--- src/rtl/pgate_pkg.sv ---
package pgate_pkg;
    localparam int REG_W = 32;

    typedef enum logic [1:0] {
        MODE_RUN   = 2'b00,
        MODE_SLEEP = 2'b01,
        MODE_DEEP  = 2'b10
    } dev_mode_e;

    typedef enum logic [2:0] {
        ST_OFF,
        ST_SETTLE,
        ST_RESET,
        ST_IDLE,
        ST_RUN,
        ST_DRAIN
    } pg_state_e;
endpackage

--- src/rtl/pgate_mode_sync.sv ---
module pgate_mode_sync #(
    parameter int SYNC_STAGES = 2
) (
    input  logic       clk,
    input  logic       rst_n,
    input  logic [1:0] mode_in,
    input  logic       gate_run,
    input  logic       gate_slp,
    input  logic       gate_dsl,
    output logic       gate_sel
);
    import pgate_pkg::*;

    logic [1:0] stg [SYNC_STAGES];

    generate
        for (genvar i = 0; i < SYNC_STAGES; i++) begin : g_stage
            if (i == 0) begin : g_first
                always_ff @(posedge clk or negedge rst_n) begin
                    if (!rst_n) stg[0] <= MODE_RUN;
                    else        stg[0] <= mode_in;
                end
            end else begin : g_next
                always_ff @(posedge clk or negedge rst_n) begin
                    if (!rst_n) stg[i] <= MODE_RUN;
                    else        stg[i] <= stg[i-1];
                end
            end
        end
    endgenerate

    // decode, undefined code falls back to run
    always_comb begin
        case (stg[SYNC_STAGES-1])
            MODE_SLEEP: gate_sel = gate_slp;
            MODE_DEEP:  gate_sel = gate_dsl;
            default:    gate_sel = gate_run;
        endcase
    end
endmodule

--- src/rtl/pgate_regs.sv ---
module pgate_regs (
    input  logic                        clk,
    input  logic                        rst_n,
    input  logic                        reg_addr,
    input  logic                        reg_wr,
    input  logic [pgate_pkg::REG_W-1:0] reg_wdata,
    input  logic                        ready,
    output logic                        hold_bit,
    output logic [pgate_pkg::REG_W-1:0] reg_rdata
);
    import pgate_pkg::*;

    logic wdata_unused;
    assign wdata_unused = ^reg_wdata[REG_W-1:1];

    // word 0 bit 0 writable, resets to 0
    always_ff @(posedge clk or negedge rst_n) begin
        if (!rst_n)                  hold_bit <= 1'b0;
        else if (reg_wr && !reg_addr) hold_bit <= reg_wdata[0];
    end

    always_comb begin
        reg_rdata    = '0;
        reg_rdata[0] = reg_addr ? ready : hold_bit;
    end
endmodule

--- src/rtl/pgate_fsm.sv ---
module pgate_fsm #(
    parameter int SETTLE_CYCLES = 8,
    parameter int RST_CYCLES    = 4
) (
    input  logic clk,
    input  logic rst_n,
    input  logic gate_sel,
    input  logic hold_bit,
    output logic pwr_en,
    output logic clk_en,
    output logic periph_rst,
    output logic ready
);
    import pgate_pkg::*;

    localparam int MAX_CNT = (SETTLE_CYCLES > RST_CYCLES) ? SETTLE_CYCLES : RST_CYCLES;
    localparam int CNT_W   = (MAX_CNT > 1) ? $clog2(MAX_CNT) : 1;
    localparam logic [CNT_W-1:0] SETTLE_LOAD = CNT_W'(SETTLE_CYCLES - 1);
    localparam logic [CNT_W-1:0] RST_LOAD    = CNT_W'(RST_CYCLES - 1);

    pg_state_e        state, state_nx;
    logic [CNT_W-1:0] cnt, cnt_nx;
    logic             req_pwr, req_clk;

    assign req_clk = gate_sel;
    assign req_pwr = gate_sel | hold_bit;

    // state register
    always_ff @(posedge clk or negedge rst_n) begin
        if (!rst_n) begin
            state <= ST_OFF;
            cnt   <= '0;
        end else begin
            state <= state_nx;
            cnt   <= cnt_nx;
        end
    end

    // next-state logic
    always_comb begin
        state_nx = state;
        cnt_nx   = (cnt == '0) ? '0 : cnt - 1'b1;
        unique case (state)
            ST_OFF: begin
                if (req_pwr) begin
                    state_nx = ST_SETTLE;
                    cnt_nx   = SETTLE_LOAD;
                end
            end
            ST_SETTLE: begin
                if (!req_pwr) begin
                    state_nx = ST_OFF;
                end else if (cnt == '0) begin
                    state_nx = ST_RESET;
                    cnt_nx   = RST_LOAD;
                end
            end
            ST_RESET: begin
                if (!req_pwr)        state_nx = ST_OFF;
                else if (cnt == '0)  state_nx = req_clk ? ST_RUN : ST_IDLE;
            end
            ST_IDLE: begin
                if (!req_pwr)      state_nx = ST_OFF;
                else if (req_clk)  state_nx = ST_RUN;
            end
            ST_RUN: begin
                if (!req_clk) state_nx = req_pwr ? ST_IDLE : ST_DRAIN;
            end
            ST_DRAIN: begin
                state_nx = req_pwr ? ST_IDLE : ST_OFF;
            end
            default: state_nx = ST_OFF;
        endcase
    end

    // registered outputs decoded from next state: glitch-free clock enable
    always_ff @(posedge clk or negedge rst_n) begin
        if (!rst_n) begin
            pwr_en     <= 1'b0;
            clk_en     <= 1'b0;
            periph_rst <= 1'b0;
            ready      <= 1'b0;
        end else begin
            pwr_en     <= (state_nx != ST_OFF);
            clk_en     <= (state_nx == ST_RUN);
            periph_rst <= (state_nx == ST_RESET);
            ready      <= (state_nx == ST_IDLE) || (state_nx == ST_RUN);
        end
    end
endmodule

--- src/rtl/pgate_ctrl.sv ---
module pgate_ctrl #(
    parameter int SYNC_STAGES   = 2,
    parameter int SETTLE_CYCLES = 8,
    parameter int RST_CYCLES    = 4
) (
    input  logic        clk,
    input  logic        rst_n,
    input  logic [1:0]  mode_in,
    input  logic        gate_run,
    input  logic        gate_slp,
    input  logic        gate_dsl,
    input  logic        reg_addr,
    input  logic        reg_wr,
    input  logic [31:0] reg_wdata,
    output logic [31:0] reg_rdata,
    output logic        pwr_en,
    output logic        clk_en,
    output logic        periph_rst,
    output logic        ready
);
    logic gate_sel;
    logic hold_bit;

    pgate_mode_sync #(.SYNC_STAGES(SYNC_STAGES)) u_sync (
        .clk      (clk),
        .rst_n    (rst_n),
        .mode_in  (mode_in),
        .gate_run (gate_run),
        .gate_slp (gate_slp),
        .gate_dsl (gate_dsl),
        .gate_sel (gate_sel)
    );

    pgate_regs u_regs (
        .clk       (clk),
        .rst_n     (rst_n),
        .reg_addr  (reg_addr),
        .reg_wr    (reg_wr),
        .reg_wdata (reg_wdata),
        .ready     (ready),
        .hold_bit  (hold_bit),
        .reg_rdata (reg_rdata)
    );

    pgate_fsm #(
        .SETTLE_CYCLES (SETTLE_CYCLES),
        .RST_CYCLES    (RST_CYCLES)
    ) u_fsm (
        .clk        (clk),
        .rst_n      (rst_n),
        .gate_sel   (gate_sel),
        .hold_bit   (hold_bit),
        .pwr_en     (pwr_en),
        .clk_en     (clk_en),
        .periph_rst (periph_rst),
        .ready      (ready)
    );
endmodule

--- config.mk ---
export PLATFORM = sky130hd
export DESIGN_NAME = pgate_ctrl
export DESIGN_NICKNAME = d
export VERILOG_FILES = /design/src/rtl/pgate_pkg.sv /design/src/rtl/pgate_mode_sync.sv /design/src/rtl/pgate_regs.sv /design/src/rtl/pgate_fsm.sv /design/src/rtl/pgate_ctrl.sv
export SDC_FILE = /design/constraint.sdc
export NUM_CORES = 1
export LEC_CHECK = 0
export ABC_AREA = 1
export BUFFER_PORTS_ARGS = -buffer_cell sky130_fd_sc_hd__buf_2
export CORE_ASPECT_RATIO = 1.75
export CORE_MARGIN = 1.5
export CORE_UTILIZATION = 40
export CTS_CLUSTER_DIAMETER = 60
export CTS_CLUSTER_SIZE = 28
export DETAILED_ROUTE_END_ITERATION = 12
export HOLD_SLACK_MARGIN = 0.12
export PLACE_DENSITY = 0.79
export SLEW_MARGIN = 20
export SYNTH_ARGS = -nofsm -noshare
export SYNTH_HDL_FRONTEND = slang
export SYNTH_SLANG_ARGS = --single-unit
--- constraint.sdc ---
create_clock -name clk -period 2 [get_ports clk]
set_clock_uncertainty 0.05 [all_clocks]
set_input_delay 0.2 -clock clk [delete_from_list [all_inputs] [get_ports clk]]
set_output_delay 0.2 -clock clk [all_outputs]
set_load 0.02 [all_outputs]
==> impl_metrics.csv, run 1 <==
group,metric,value,unit
timing,tns,0,ns
placed_design,place.gp.congestion,0.872,
routing,drcViolationCount,0,
routing,viasPerCell,4.39,
synthesis,yosysSeqAreaShare,34.9,%
routing,vias,826,
synthesis,netlist_area,1070,um2
timing,setup_viol,0,
power,ir_drop,704,uV
synthesis,synth_top_family_by_area,"buffers and inverters",
synthesis,synth_cells,142,
synthesis,synth_warnings,0,
synthesis,yosys.area.top_type,"dfrtp_1",
floorplan,fp.dieH,71.6,um
synthesis,synth_cell_types,21,
placed_design,io_buffers,14,
floorplan,start_util,42.6,%
routing,routed_wl,1.65,mm
timing,slew_viol_final,0,
cts,path_clk_slew,0.06,ns
routing,drt_iter0_drc,18,
synthesis,synth.area.mux_share,0,%
outcome,outcome,"finished, final reports clean",
synthesis,synth-seq-cells,15,
synthesis,synth_top_area_share,34.9,%
power,leakagePower,0.679,nW
critical_path,worst_r2r_path_depth,12,
hold_path,hold_path_class,"primary input to flop",
run,maxCapViolations,0,
grt,gr-total-overflow,0,
cts,cts-root-buf,"clkbuf_8",
floorplan,die_x,42.2,um
cells_and_area,drive_gt1_share,17.3,%
routing,wl_per_cell,8.79,um
critical_path,crit_fanout,7,
routing,firstDrtPassIters,4,
cells_and_area,fin_nets,208,
cts,cts_tree,"built",
cells_and_area,area_growth_syn_to_layout,5.94,%
placed_design,dpl.hpwl,1.36,mm
cts,cts.sinks,15,
synthesis,synthAdderAreaFrac,4.66,%
power,p_per_area,1110,nW/um2
critical_path,endpoint_kind,"flop",
timing,min_period_over_period,88.9,%
critical_path,crit_required,2.09,ns
critical_path,crit_arrival,1.86,ns
floorplan,fp.coreArea,2520,um2
timing,grt_setup_unrepaired,"no",
synthesis,synthSimpleGateAreaFrac,25.4,%
synthesis,syn_area_per_cell,7.57,um2
grt,grt_pass1_vias,745,
cts,clk_path_buf_depth,2,
cts,cts-htree-levels,1,
hold_path,min_path_cells,3,
synthesis,synth.area.top_cells,"dfrtp_1 (35%), buf_4 (22%), nand2_1 (9.8%)",
grt,grt_pass1_wl,2.97,mm
power,totalPowerFinal,1.26,mW
timing,fmax,563,MHz
timing,hold_viol,0,
cells_and_area,n_antenna_cell,0,
synthesis,synth_xor_area_share,0.815,%
synthesis,synth_compound_area_share,4.54,%
grt,antenna_found_initial,0,
timing,fin_crit,1.78,ns
critical_path,crit_type,"flop to flop",
floorplan,rows,24,
critical_path,start_kind,"flop",
floorplan,die_area,3020,um2
routing,ant_nets,0,
cells_and_area,utilization,45.1,%
grt,grt_max_degree,16,
floorplan,io_pins,77,
cts,cts-buffers-inserted,3,
grt,track_usage,12.7,%
cts,clk-insertion-delay-late,0.25,ns
-- layout make-up --
| type | count | area [um2] |
|---|---|---|
| repair buffers | 17 | 100 |
| fillers | 266 | 1380 |
| flip-flops and latches | 15 | 375 |
| multi-input cells | 104 | 499 |
| clock buffers | 3 | 41.3 |
| well taps | 26 | 32.5 |
| inverters | 22 | 82.6 |
| clock inverters | 1 | 7.51 |
-- metrics by stage --
stage          instances  hold WS (ns)  worst slack (ns)  area (um2)
2_1_floorplan        172        -0.146             0.418        1190
3_3_place_gp         181        0.0618             0.252        1060
3_5_place_dp         181        0.0640             0.229        1060
4_1_cts              188         0.148             0.217        1140
5_1_grt              188         0.177            0.0432        1140
6_report             188         0.152             0.222        1140
-- flip-flops by register name (all words and copies together), names as in the netlist --
| name | cells |
|---|---|
| u_fsm.periph_rst | 1 |
| u_regs.hold_bit | 1 |
| u_fsm.state | 3 |
| u_sync.stg | 4 |
| u_fsm.clk_en | 1 |
| u_fsm.ready | 1 |
| u_fsm.cnt | 3 |
| u_fsm.pwr_en | 1 |
-- repair_timing --
action	CTS	global route
endpoints found under the hold margin	17	0
setup buffers	0	0
gates resized for setup	0	1
hold buffers	3	0
endpoints found under the setup margin	0	2
-- path summary, 6_finish.rpt --
check / startpoint / endpoint / slack, ns
min in group asynchronous: rst_n / u_fsm.cnt[2] / 0.33
min reg2reg: u_sync.stg[2] / u_sync.stg[0] / 0.30
max: u_sync.stg[0] / u_fsm.ready / 0.22
min: reg_wdata[0] / u_regs.hold_bit / 0.15
max reg2reg: u_sync.stg[0] / u_fsm.ready / 0.22
max in group asynchronous: rst_n / u_fsm.ready / 1.34
-- metal layers --
metal / track usage (%) / vias to the layer above / share of wire [%]
met1: 14.2 / 357 / 37
li1: - / 412 / -
met4: 11.5 / 0 / 4.9
met2: 20.9 / 48 / 51
met5: 0 / - / 0
met3: 0.756 / 9 / 6.9
-- kinds of logic after synthesis --
family | Yosys count
adder cells (fa/ha/maj) | 4
XOR/XNOR | 1
flip-flops | 15
AND/OR/NAND/NOR | 59
AO/OA/AOI/OAI | 9
buffers and inverters | 53
other | 1
-- critical path, cell delays in order (launching register included) --
cell and delay, ns:
dfrtp_1 0.35, inv_1 0.05, ha_1 0.32, inv_2 0.07
nand3_2 0.10, nand2_2 0.13, nand2_4 0.09, nand2_1 0.08
nor2_1 0.07, nor2_2 0.18, inv_2 0.06, nand2_1 0.05
nand2_1 0.05
-- power by group --
part / internal, mW / total (mW) / switching [mW]
sequential: 0.387 / 0.448 / 0.0612
combinational: 0.183 / 0.564 / 0.381
clock: 0.140 / 0.247 / 0.107
-- synthesized netlist by cell type --
cell type / number
conb_1: 1
inv_1: 20
nor2_4: 1
o21ai_0: 5
o21ai_1: 1
a32oi_1: 1
nor3_2: 1
dfrtp_1: 15
a21oi_1: 2
ha_1: 4
nand4_1: 1
nand3_1: 11
nor2_2: 1
xnor2_1: 1
nand2_4: 1
nand2_2: 2
nand3_2: 1
nor2_1: 12
nand2_1: 28
buf_4: 31
inv_2: 2
-- placed cells by master (no fill, tap or decap) --
cell           Yosys  routed
nor3_2             1       1
clkbuf_8           0       3
nand3_1           11      11
inv_2              2       2
a32oi_1            1       1
dfrtp_1           15      15
nand2_1           28      28
o21ai_0            5       5
nor2_4             1       1
nand2_2            2       2
nor2_2             1       2
dlygate4sd3_1      0       3
nor2_1            12      11
nand3_2            1       1
nand4_1            1       1
buf_2              0      14
nand2_4            1       1
a21oi_1            2       2
ha_1               4       4
xnor2_1            1       1
o21ai_1            1       1
inv_1             20      20
conb_1             1      31
clkinvlp_4         0       1
(Power assumes the default switching activity.)
==> run 2: changes to the inputs <==
--- a/config.mk
+++ b/config.mk
@@ -15,6 +15,7 @@
 export DETAILED_ROUTE_END_ITERATION = 12
 export HOLD_SLACK_MARGIN = 0.12
 export PLACE_DENSITY = 0.79
+export RECOVER_POWER = 25
 export SLEW_MARGIN = 20
 export SYNTH_ARGS = -nofsm -noshare
 export SYNTH_HDL_FRONTEND = slang
==> run 2 against run 1 <==
  * Register-to-register slack is essentially flat
  * Critical endpoint unchanged
  * Setup slack unchanged
  * Final cell count unchanged
  * Clock-buffer cell count stayed put
==> impl_metrics.csv, run 2 (synthesis results as in run 1) <==
group,metric,value,unit
power,pwr-share-clk,19.6,%
floorplan,io_pins,77,
run,maxCapViolations,0,
routing,drcViolationCount,0,
critical_path,crit_type,"flop to flop",
timing,fmax,563,MHz
floorplan,fp.coreArea,2520,um2
timing,fin_crit,1.78,ns
floorplan,fp.dieH,71.6,um
power,leakagePower,0.676,nW
critical_path,crit_required,2.09,ns
power,totalPowerFinal,1.26,mW
cells_and_area,fin_nets,208,
critical_path,reg2reg_to,"u_fsm.ready",
power,p_per_area,1110,nW/um2
placed_design,dpl.hpwl,1.36,mm
floorplan,start_util,42.6,%
power,switching_share,43.7,%
grt,grt_pass1_wl,2.97,mm
cells_and_area,area_growth_syn_to_layout,5.82,%
timing,min_period_over_period,88.9,%
critical_path,slowest_stage,"dfrtp_1",
routing,firstDrtPassIters,4,
critical_path,cpMostUsedCell,"nand2_1",
cells_and_area,final_common_cell,"conb_1",
timing,setup_ws,0.222,ns
placed_design,place.gp.congestion,0.872,
grt,gr-total-overflow,0,
critical_path,endpoint,"u_fsm.ready",
cells_and_area,largest_reg_flops,4,
critical_path,worst_r2r_path_depth,12,
cts,cts_setup_buffers,0,
timing,slew_viol_final,0,
floorplan,die_x,42.2,um
floorplan,rows,24,
floorplan,die_area,3020,um2
cts,cts-htree-levels,1,
cells_and_area,reg_top3,"u_sync.stg x4, u_fsm.cnt x3, u_fsm.state x3",
timing,setup_viol,0,
critical_path,endpoint_kind,"flop",
routing,vias,826,
hold_path,hold_path_class,"primary input to flop",
timing,tightest_slew,0.769,ns
cells_and_area,utilization,45.1,%
critical_path,crit_arrival,1.86,ns
power,intPower,710,uW
grt,track_usage,12.7,%
placed_design,placed_area,1060,um2
cells_and_area,final_cell_mix,"conb_1 (31), nand2_1 (28), inv_1 (20), dfrtp_1 (15), buf_2 (13)",
routing,wl_per_cell,8.79,um
grt,grt_pass1_vias,745,
routing,viasPerCell,4.39,
timing,slew-limit-headroom,48.7,%
cts,cts.sinks,15,
power,power_switching,550,uW
cells_and_area,drive_gt1_share,16.7,%
critical_path,r2r_slack,0.22,ns
routing,routed_wl,1.65,mm
timing,tns,0,ns
critical_path,critPathMaxStageDelay,0.35,ns
power,power_frac_seq,35.6,%
cells_and_area,regMostFlops,"u_sync.stg",
cells_and_area,design_area,1140,um2
cts,clk-insertion-delay-late,0.25,ns
critical_path,r2r-start,"u_sync.stg[0]",
grt,antenna_found_initial,0,
cells_and_area,n_antenna_cell,0,
timing,grt_setup_unrepaired,"no",
cts,path_clk_slew,0.06,ns
power,comb_power_share,44.8,%
placed_design,io_buffers,14,
grt,grt_max_degree,16,
timing,hold_viol,0,
critical_path,startpoint,"u_sync.stg[0]",
cts,cts-root-buf,"clkbuf_8",
cts,clk_path_buf_depth,2,
cts,cts_tree,"built",
critical_path,start_kind,"flop",
power,ir_drop,704,uV
critical_path,path_cells,"inv_1 > ha_1 > inv_2 > nand3_2 > nand2_2 > nand2_4 > nand2_1 > nor2_1 > nor2_2 > inv_2 > nand2_1 > nand2_1",
routing,ant_nets,0,
outcome,outcome,"finished, final reports clean",
routing,drt_iter0_drc,18,
critical_path,crit_fanout,7,
cts,cts-buffers-inserted,3,
placed_design,dp_slack,0.229,ns
==> run 2: per-layer routing <==
| layer | track usage (%) | routed length [um] |
|---|---|---|
| met5 | 0 | 0 |
| met3 | 0.756 | 114 |
| met4 | 11.5 | 81 |
| met1 | 14.2 | 610 |
| met2 | 20.9 | 846 |
==> run 2: through the flow <==
stage | instances | hold slack, ns
final | 188 | 0.152
after floorplan | 172 | -0.146
after global routing | 188 | 0.177
after detailed placement | 181 | 0.0640
after CTS | 188 | 0.148
after global placement | 181 | 0.0618
==> run 2: worst min path at each step <==
stage	from	endpoint	depth (start not counted)	slack [ns]
2_1_floorplan	rst_n	u_fsm.clk_en	0	-0.15
3_3_place_gp	rst_n	u_fsm.cnt[1]	1	0.06
3_5_place_dp	rst_n	u_fsm.cnt[1]	1	0.06
4_1_cts	reg_wdata[0]	u_regs.hold_bit	3	0.15
5_1_grt	reg_wdata[0]	u_regs.hold_bit	3	0.18
6_report	reg_wdata[0]	u_regs.hold_bit	3	0.15
==> run 2: final cells by class <==
| cell class | instances | area (um2) |
|---|---|---|
| Sequential cell | 15 | 375 |
| Clock inverter | 1 | 7.51 |
| Fill cell | 267 | 1390 |
| Timing Repair Buffer | 17 | 98.8 |
| Inverter | 22 | 82.6 |
| Tap cell | 26 | 32.5 |
| Multi-Input combinational cell | 104 | 499 |
| Clock buffer | 3 | 41.3 |
==> run 2: critical path, delay by kind of cell, from the launching register on <==
kind                       cells  cell delay, ns
adders and majority gates      1            0.32
buffers and inverters          3            0.18
DFF                            1            0.35
and+or+nand+nor                8            0.75
==> run 2: power groups by stage <==
stage / Clock, mW / Combinational [mW] / Sequential, mW
floorplan: 0 / 0.460 / 0.469
global placement: 0 / 0.547 / 0.452
detailed placement: 0 / 0.556 / 0.452
CTS: 0.258 / 0.563 / 0.447
global route: 0.270 / 0.667 / 0.457
finish: 0.247 / 0.564 / 0.448
==> run 2: timing repair <==
item / CTS / global route
resized for setup: 0 / 1
hold endpoints to repair: 17 / 0
hold buffers: 3 / 0
setup endpoints to repair: 0 / 2
